$ cat config.mk
export PLATFORM = sky130hd
export DESIGN_NAME = clos_path_alloc
export DESIGN_NICKNAME = d
export VERILOG_FILES = /design/src/rtl/clos_pkg.sv /design/src/rtl/clos_mid_pick.sv /design/src/rtl/clos_link_map.sv /design/src/rtl/clos_port_book.sv /design/src/rtl/clos_path_alloc.sv
export SDC_FILE = /design/constraint.sdc
export NUM_CORES = 1
export LEC_CHECK = 0
export BUFFER_PORTS_ARGS = -buffer_cell sky130_fd_sc_hd__buf_4
export CAP_MARGIN = 10
export CELL_PAD_IN_SITES_DETAIL_PLACEMENT = 1
export CELL_PAD_IN_SITES_GLOBAL_PLACEMENT = 1
export CORE_ASPECT_RATIO = 2
export CORE_UTILIZATION = 47
export DETAILED_ROUTE_END_ITERATION = 6
export GPL_TIMING_DRIVEN = 0
export PLACE_DENSITY = 0.73
export SETUP_SLACK_MARGIN = 0.02
export SYNTH_ARGS = -nofsm -noshare
export SYNTH_HDL_FRONTEND = slang
export SYNTH_SLANG_ARGS = --single-unit
$ cat constraint.sdc
create_clock -name clk -period 2.8 [get_ports clk]
set_input_delay 0.14 -clock clk [delete_from_list [all_inputs] [get_ports clk]]
set_output_delay 0.14 -clock clk [all_outputs]
set_load 0.01 [all_outputs]
$ cat src/rtl/clos_pkg.sv
package clos_pkg;
  typedef enum logic {
    OP_CONNECT = 1'b0,
    OP_RELEASE = 1'b1
  } clos_op_e;
endpackage

$ cat src/rtl/clos_mid_pick.sv
module clos_mid_pick #(
  parameter int N_MIDS = 3,
  localparam int MW = (N_MIDS > 1) ? $clog2(N_MIDS) : 1
) (
  input  logic [N_MIDS-1:0] free_i,
  output logic              found_o,
  output logic [MW-1:0]     idx_o
);
  // lowest set bit wins: scan downward so the last hit is the lowest
  always_comb begin
    found_o = 1'b0;
    idx_o   = '0;
    for (int m = N_MIDS - 1; m >= 0; m--) begin
      if (free_i[m]) begin
        found_o = 1'b1;
        idx_o   = MW'(m);
      end
    end
  end
endmodule

$ cat src/rtl/clos_link_map.sv
module clos_link_map #(
  parameter int N_GRPS = 4,
  parameter int N_MIDS = 3,
  localparam int GW = (N_GRPS > 1) ? $clog2(N_GRPS) : 1,
  localparam int MW = (N_MIDS > 1) ? $clog2(N_MIDS) : 1
) (
  input  logic              clk,
  input  logic              rst_n,
  input  logic [GW-1:0]     look_ig_i,
  input  logic [GW-1:0]     look_eg_i,
  output logic [N_MIDS-1:0] ig_free_o,
  output logic [N_MIDS-1:0] eg_free_o,
  input  logic              set_i,
  input  logic              clr_i,
  input  logic [GW-1:0]     upd_ig_i,
  input  logic [GW-1:0]     upd_eg_i,
  input  logic [MW-1:0]     upd_mid_i
);
  logic [N_MIDS-1:0] ig_busy [N_GRPS];
  logic [N_MIDS-1:0] eg_busy [N_GRPS];

  for (genvar g = 0; g < N_GRPS; g++) begin : g_grp
    always_ff @(posedge clk) begin
      if (!rst_n) begin
        ig_busy[g] <= '0;
        eg_busy[g] <= '0;
      end else begin
        if (upd_ig_i == GW'(g)) begin
          if (set_i) ig_busy[g][upd_mid_i] <= 1'b1;
          else if (clr_i) ig_busy[g][upd_mid_i] <= 1'b0;
        end
        if (upd_eg_i == GW'(g)) begin
          if (set_i) eg_busy[g][upd_mid_i] <= 1'b1;
          else if (clr_i) eg_busy[g][upd_mid_i] <= 1'b0;
        end
      end
    end
  end

  assign ig_free_o = ~ig_busy[look_ig_i];
  assign eg_free_o = ~eg_busy[look_eg_i];
endmodule

$ cat src/rtl/clos_port_book.sv
module clos_port_book #(
  parameter int N_PORTS = 8,
  parameter int N_MIDS  = 3,
  localparam int PW = (N_PORTS > 1) ? $clog2(N_PORTS) : 1,
  localparam int MW = (N_MIDS > 1) ? $clog2(N_MIDS) : 1
) (
  input  logic          clk,
  input  logic          rst_n,
  input  logic [PW-1:0] q_in_i,
  input  logic [PW-1:0] q_out_i,
  output logic          in_busy_o,
  output logic          out_busy_o,
  output logic [MW-1:0] rec_mid_o,
  output logic [PW-1:0] rec_dst_o,
  input  logic          commit_i,
  input  logic          release_i,
  input  logic [MW-1:0] commit_mid_i
);
  logic [N_PORTS-1:0] in_busy;
  logic [N_PORTS-1:0] out_busy;
  logic [MW-1:0]      mid_q [N_PORTS];
  logic [PW-1:0]      dst_q [N_PORTS];

  always_ff @(posedge clk) begin
    if (!rst_n) begin
      in_busy  <= '0;
      out_busy <= '0;
      for (int p = 0; p < N_PORTS; p++) begin
        mid_q[p] <= '0;
        dst_q[p] <= '0;
      end
    end else if (commit_i) begin
      in_busy[q_in_i]   <= 1'b1;
      out_busy[q_out_i] <= 1'b1;
      mid_q[q_in_i]     <= commit_mid_i;
      dst_q[q_in_i]     <= q_out_i;
    end else if (release_i) begin
      in_busy[q_in_i]         <= 1'b0;
      out_busy[dst_q[q_in_i]] <= 1'b0;
    end
  end

  assign in_busy_o  = in_busy[q_in_i];
  assign out_busy_o = out_busy[q_out_i];
  assign rec_mid_o  = mid_q[q_in_i];
  assign rec_dst_o  = dst_q[q_in_i];
endmodule

$ cat src/rtl/clos_path_alloc.sv
module clos_path_alloc #(
  parameter int N_PORTS  = 8,
  parameter int GRP_SIZE = 2,
  parameter int N_MIDS   = 3,
  localparam int N_GRPS = N_PORTS / GRP_SIZE,
  localparam int PW = (N_PORTS > 1) ? $clog2(N_PORTS) : 1,
  localparam int GW = (N_GRPS > 1) ? $clog2(N_GRPS) : 1,
  localparam int MW = (N_MIDS > 1) ? $clog2(N_MIDS) : 1
) (
  input  logic          clk,
  input  logic          rst_n,
  input  logic          req_valid,
  input  logic          req_op,
  input  logic [PW-1:0] req_in,
  input  logic [PW-1:0] req_out,
  output logic          rsp_valid,
  output logic          rsp_ok,
  output logic          rsp_err,
  output logic          rsp_block,
  output logic [MW-1:0] rsp_mid
);
  import clos_pkg::*;

  function automatic logic [GW-1:0] grp_of(input logic [PW-1:0] p);
    logic [PW-1:0] q;
    q = p / PW'(GRP_SIZE);
    return q[GW-1:0];
  endfunction

  logic          in_busy, out_busy;
  logic [MW-1:0] rec_mid;
  logic [PW-1:0] rec_dst;
  logic [N_MIDS-1:0] ig_free, eg_free, both_free;
  logic          pick_found;
  logic [MW-1:0] pick_idx;

  // named internal events, brought out for the checker
  logic is_conn, is_rel;
  logic conn_err, conn_blk, rel_err;
  logic ev_commit, ev_release;

  assign is_conn = req_valid && (req_op == OP_CONNECT);
  assign is_rel  = req_valid && (req_op == OP_RELEASE);

  assign conn_err   = is_conn && (in_busy || out_busy);
  assign conn_blk   = is_conn && !conn_err && !pick_found;
  assign ev_commit  = is_conn && !conn_err && pick_found;
  assign rel_err    = is_rel && !in_busy;
  assign ev_release = is_rel && in_busy;

  assign both_free = ig_free & eg_free;

  clos_port_book #(.N_PORTS(N_PORTS), .N_MIDS(N_MIDS)) book_i (
    .clk          (clk),
    .rst_n        (rst_n),
    .q_in_i       (req_in),
    .q_out_i      (req_out),
    .in_busy_o    (in_busy),
    .out_busy_o   (out_busy),
    .rec_mid_o    (rec_mid),
    .rec_dst_o    (rec_dst),
    .commit_i     (ev_commit),
    .release_i    (ev_release),
    .commit_mid_i (pick_idx)
  );

  clos_link_map #(.N_GRPS(N_GRPS), .N_MIDS(N_MIDS)) links_i (
    .clk       (clk),
    .rst_n     (rst_n),
    .look_ig_i (grp_of(req_in)),
    .look_eg_i (grp_of(req_out)),
    .ig_free_o (ig_free),
    .eg_free_o (eg_free),
    .set_i     (ev_commit),
    .clr_i     (ev_release),
    .upd_ig_i  (grp_of(req_in)),
    .upd_eg_i  (ev_commit ? grp_of(req_out) : grp_of(rec_dst)),
    .upd_mid_i (ev_commit ? pick_idx : rec_mid)
  );

  clos_mid_pick #(.N_MIDS(N_MIDS)) pick_i (
    .free_i  (both_free),
    .found_o (pick_found),
    .idx_o   (pick_idx)
  );

  always_ff @(posedge clk) begin
    if (!rst_n) begin
      rsp_valid <= 1'b0;
      rsp_ok    <= 1'b0;
      rsp_err   <= 1'b0;
      rsp_block <= 1'b0;
      rsp_mid   <= '0;
    end else begin
      rsp_valid <= req_valid;
      rsp_ok    <= ev_commit || ev_release;
      rsp_err   <= conn_err || rel_err;
      rsp_block <= conn_blk;
      rsp_mid   <= ev_commit ? pick_idx : (ev_release ? rec_mid : '0);
    end
  end
endmodule

# After elaboration in Yosys (flattened, before gate mapping)
# Memories as Yosys holds them, arrays and structs flattened.
# Index checks and enable logic that the tools add are counted.
# word_totals
output_inout_bits	6
elab_cells	240
ramBits	64
register_bits	22
mem_bits_ro	0
n_memories	4
latchBits	0
# classes
bitwise_logic	58
reduce_logical	23
add_sub_neg	0
div_mod_pow	0
n_lt_le_gt_ge	8
n_eq_ne	6
mul	0
n_shift	0
muxes	134
# mem_list
memory	words	word_bits	read_ports	rd_clocked_by_memory_dff	write_ports	line	text
book_i.dst_q	8	3	1	0	8	clos_port_book.sv:22	logic [PW-1:0] dst_q [N_PORTS];
book_i.mid_q	8	2	1	0	8	clos_port_book.sv:21	logic [MW-1:0] mid_q [N_PORTS];
links_i.eg_busy	4	3	1	0	4	clos_link_map.sv:20	logic [N_MIDS-1:0] eg_busy [N_GRPS];
links_i.ig_busy	4	3	1	0	4	clos_link_map.sv:19	logic [N_MIDS-1:0] ig_busy [N_GRPS];
# ops
cell	count
$mux 1	97
$mux 3	19
$or 1x1->1	48
$mux 8	4
$and 8x8->8	2
$mux 2	8
$not 8->8	2
$or 8x8->8	2
$logic_and 1x1->1	12
$lt 3x4->1 const B	3
$demux 1 s3	3
$ge 3x1->1 const B	3
$eq 2x2->1 const B	4
$bmux 1 s3	2
$not 3->3	2
$eq 2x1->1 const B	2
$logic_not 2->1	2
$and 3x3->3	1
$logic_not 1->1	3
$logic_or 1x1->1	3
$lt 2x3->1 const B	1
$reduce_or 3->1	1
$demux 1 s2	1
$ge 2x1->1 const B	1
3 further kinds	3

# Longest topological paths before layout
# logic_depth
depth_word	15
ltp_mapped	10

# Modules after synthesis
# Synthesis repeated with hierarchy kept, for this count alone.
# hier_totals
cells_unflattened	411
hier_area_um2	4624.4
# modules_own_cells
mod	cells_each	n_inst	area_per_inst_um2
clos_port_book	262	1	2856.5
clos_link_map	117	1	1448.9
clos_path_alloc	29	1	299.0
clos_mid_pick	3	1	20.0

# Worst setup path after synthesis
# No wires, ideal clock.
# synth_timing
kind	input to register
from	input req_out[0]
to	memory book_i.dst_q[7][0] in the netlist's numbering (enable)
n_path_buf	2
arrival_time_ps	2135
required_time_ps	2487
path_stages	8
path_slack_ps	352
path_cell_list	buf_2 > mux4_2 > mux2i_4 > o211ai_4 > nor3_2 > buf_2 > nand3_1 > nand2_1
# synth_rtl
item	line	text
start: declaration	clos_path_alloc.sv:15	input logic [PW-1:0] req_out,
end: declaration	clos_port_book.sv:22	

==> impl_metrics.env <==
export IMPL_status="finished, final reports clean"
export IMPL_rd_place_congestion=0.8709
export IMPL_synth_yosys_warnings=0
export IMPL_fin_skew_ps=4.068
export IMPL_clock_fmax_mhz=379.6
export IMPL_die_y_um=138.1
export IMPL_synthesis_instances=385
export IMPL_period_minus_slack_ps=2635
export IMPL_die_width_um=70.06
export IMPL_synth_sequential_area_ratio_pct=54.25
export IMPL_critical_path_cell_chain="and3_1 > a2111oi_4 > a211oi_2 > nor3_4 > buf_2 > nand3_1 > nand2_2"
export IMPL_post_layout_total_power_uw=3195
export IMPL_share_clk_of_total_power_pct=43.1
export IMPL_detailedRoute_firstIterationViolations=312
export IMPL_grt_overflow_total=0
export IMPL_r2r_worst_path_cells=7
export IMPL_dominantRegCellSynth="edfxtp_1"
export IMPL_reg2reg_slack_ps=170
export IMPL_max_slew_worst_pin_slew_ps=771.5
export IMPL_timing_final_hold_violations=0
export IMPL_seqPwrFrac_pct=44.6
export IMPL_initial_core_util_pct=48.31
export IMPL_first_global_vias=3635
export IMPL_syn2layout_area_growth_pct=13.65
export IMPL_firstDrtPassIters=4
export IMPL_synthDistinctLibCells=56
export IMPL_most_common_cell_after_layout_fill_and_taps_aside="edfxtp_1"
export IMPL_buffer_ports_inserted=11
export IMPL_timing_critical_path_slowest_stage_cell="a2111oi_4"
export IMPL_final_setup_worst_slack_ps=165.4
export IMPL_clockBufferDepth=2
export IMPL_crit_fanout=10
export IMPL_yosysTopAreaCellShare_pct=44.14
export IMPL_power_density_nw_per_um2=645.7
export IMPL_post_route_period_util_pct=94.09
export IMPL_synth_area_per_cell_um2=11.31
export IMPL_cts_root_buffer_cell="clkbuf_16"
export IMPL_power_share_combinational_pct=12.3
export IMPL_p_int_uw=2402
export IMPL_layoutNonFillerInstCount=517
export IMPL_number_of_enable_flip_flop_cells_after_synthesis=64
export IMPL_via_per_inst=6.373
export IMPL_r2r_end="book_i.dst_q[7][1]$_SDFFCE_PN0P_"
export IMPL_yosys_register_bits=86
export IMPL_top_layer_used="met4"
export IMPL_synth_area_top_cells="edfxtp_1 (44%), dfxtp_1 (10%), mux4_2 (6.2%)"
export IMPL_timing_setup_critical_path_class="flip-flop to flip-flop"
export IMPL_layout_cells_most_common_list="edfxtp_1 (64), nor2_1 (46), nand2_1 (29)"
export IMPL_clock_latency_ps=350
export IMPL_antenna_violations_before_repair=0
export IMPL_fp_dieArea_um2=9677
export IMPL_largest_net_degree_at_the_start_of_global_routing=15
export IMPL_cap_violations=0
export IMPL_power_switching_uw=792.9
export IMPL_fill_cells=951
export IMPL_netlist_area_um2=4354
export IMPL_detail_route_wirelength_met1_mm=4.499
export IMPL_postSynthNetCount=395
export IMPL_count_of_h_tree_levels_built_during_cts=3
export IMPL_wire_length_of_the_first_global_routing_pass_mm=20.11
export IMPL_route_vias_total=3295
export IMPL_timing_rr_start="links_i.ig_busy[3][1]$_SDFFCE_PP0P_"
export IMPL_numCtsBuffers=9
export IMPL_tritoncts="built"
export IMPL_drt_total_wl_mm=12.96
export IMPL_design_final_nets=420
export IMPL_placed_cells_incl_taps=498
export IMPL_final_max_slew_violation_count=0
export IMPL_drc_errors=0
export IMPL_drt_antenna_violating_nets=0
export IMPL_dpl_worst_slack_ps=-481.2
export IMPL_number_of_clock_sinks=86
export IMPL_wire_per_inst_um=25.07
export IMPL_i_o_pins=16
export IMPL_routed_wire_length_on_met3_um=361
export IMPL_core_area_um2=9012
export IMPL_final_hpwl_from_detailed_placement_mm=9.817
export IMPL_global_route_usage_total_pct=28.31
export IMPL_holdPathStages=3
export IMPL_unrepaired_setup_endpoints_after_global_routing="no"
export IMPL_fp_row_count=49
export IMPL_detailroute_wirelength_met2_mm=7.486
export IMPL_maxSlewHeadroom_pct=48.22
export IMPL_hold_start="rst_n"
export IMPL_cts_hold_buffers=0
export IMPL_num_antenna_cells=0
export IMPL_finalSetupViolations=0
export IMPL_class_of_the_most_critical_hold_timing_path="primary input to flip-flop"
export IMPL_crit_path_end_kind="flip-flop"
export IMPL_largest_area_contributor_in_the_synthesized_netlist="edfxtp_1"
export IMPL_clkTransAtPathRegs_ps=60
export IMPL_proportion_of_layout_cells_with_a_drive_suffix_above_1_pct=18.80
export IMPL_timing_critical_path_from_type="flip-flop"
export IMPL_worst_ir_drop_vdd_v=0.0004083
export IMPL_crit_arrival_ps=2680
export IMPL_power_switching_fraction_pct=24.81
export IMPL_hold_worst_slack_ps=163.8
export IMPL_postSynth_asyncResetShare_pct=0
export IMPL_critical_path_rt_ps=2840
export IMPL_p_leak_uw=0.001791
export IMPL_worst_hold_path_endpoint="rsp_ok$_SDFF_PN0_"
export IMPL_max_stage_delay_ps=450
[synth_stat cells, types with 5 or more instances]
master,count
mux4_2,12
and2_1,18
edfxtp_1,64
nor3_1,23
mux2i_1,9
o21ai_0,15
nor4_1,5
nor2_1,48
clkbuf_1,17
nand3_1,15
nand2_1,30
dfxtp_1,22
inv_1,9
o31ai_1,10
buf_2,8
a32oi_1,6
a21oi_1,13
[layout make-up]
| type | instances | area (um^2) | area share [%] |
|---|---|---|---|
| flip-flops and latches | 86 | 2362 | 47.74 |
| multi-input cells | 260 | 1827 | 36.92 |
| clock buffers | 10 | 229.0 | 4.627 |
| plain buffers | 30 | 153.9 | 3.110 |
| well taps | 102 | 127.6 | 2.579 |
| clock inverters | 6 | 110.1 | 2.225 |
| repair buffers | 14 | 105.1 | 2.124 |
| inverters | 9 | 33.78 | 0.6827 |
[how the worst max path moves through the flow]
stage                     slack (ps)                                start  cells after the start                                   to
after CTS                        110  links_i.eg_busy[3][2]$_SDFFCE_PP0P_                      7  links_i.ig_busy[2][0]$_SDFFCE_PN0P_
after floorplan                  350                           req_out[0]                      8     book_i.dst_q[7][0]$_SDFFCE_PN0P_
final                            170  links_i.ig_busy[3][1]$_SDFFCE_PP0P_                      7     book_i.dst_q[7][1]$_SDFFCE_PN0P_
after detailed placement        -480                            req_in[1]                      9     book_i.dst_q[7][1]$_SDFFCE_PN0P_
after global placement          -510                            req_in[1]                      9     book_i.dst_q[7][1]$_SDFFCE_PN0P_
after global routing              50      book_i.out_busy[4]$_SDFFE_PN0P_                      6  links_i.eg_busy[3][2]$_SDFFCE_PP0P_
[cell families after synthesis]
family,count (synthesis),share of synthesized area (%)
compound gates,77,14.14
buf+inv,39,4.281
flops,86,54.25
mux,26,9.828
simple gates,157,17.50
[power groups by stage]
stage               sequential, uW  clock, uW  combinational [uW]
floorplan                     1450          0                 254
finish                        1420       1380                 394
detailed placement            1450          0                 381
CTS                           1420       1380                 391
global route                  1430       1420                 420
global placement              1450          0                 376
[worst max-delay path: cells and delay by family, from the launching register on]
| kind | cells | cell delay, ps |
|---|---|---|
| AOI/OAI and AO/OA | 2 | 690 |
| buffers and inverters | 1 | 290 |
| DFF | 1 | 350 |
| and+or+nand+nor | 4 | 1000 |
[routing by layer]
metal	vias to the layer above	GRT usage [%]
li1	1495	-
met1	1679	28.22
met2	84	54.05
met3	37	3.644
met4	0	16.21
met5	-	0
[metrics by stage]
step                cell area, um^2  util [%]  setup TNS (ps)
finish                         4949     54.91               0
global route                   4949     54.91               0
floorplan                      4354         -               0
global placement               4564     50.65           -9791
detailed placement             4564     50.65          -10790
CTS                            4941     54.82               0
[registers in the layout, indices dropped and copies added, names as in the netlist, named ones only]
name and count:
rsp_valid 1, rsp_mid 2, book_i.out_busy 8, links_i.ig_busy 12, rsp_block 1, rsp_ok 1, rsp_err 1, links_i.eg_busy 12
book_i.dst_q 24, book_i.mid_q 16
[timing repair]
| action | CTS | global route |
|---|---|---|
| setup buffers | 3 | 0 |
| setup endpoints to repair | 40 | 18 |
| pin swaps | 2 | 0 |
| gates resized for setup | 3 | 5 |
No activity file was read; power rests on OpenSTA's default activity.
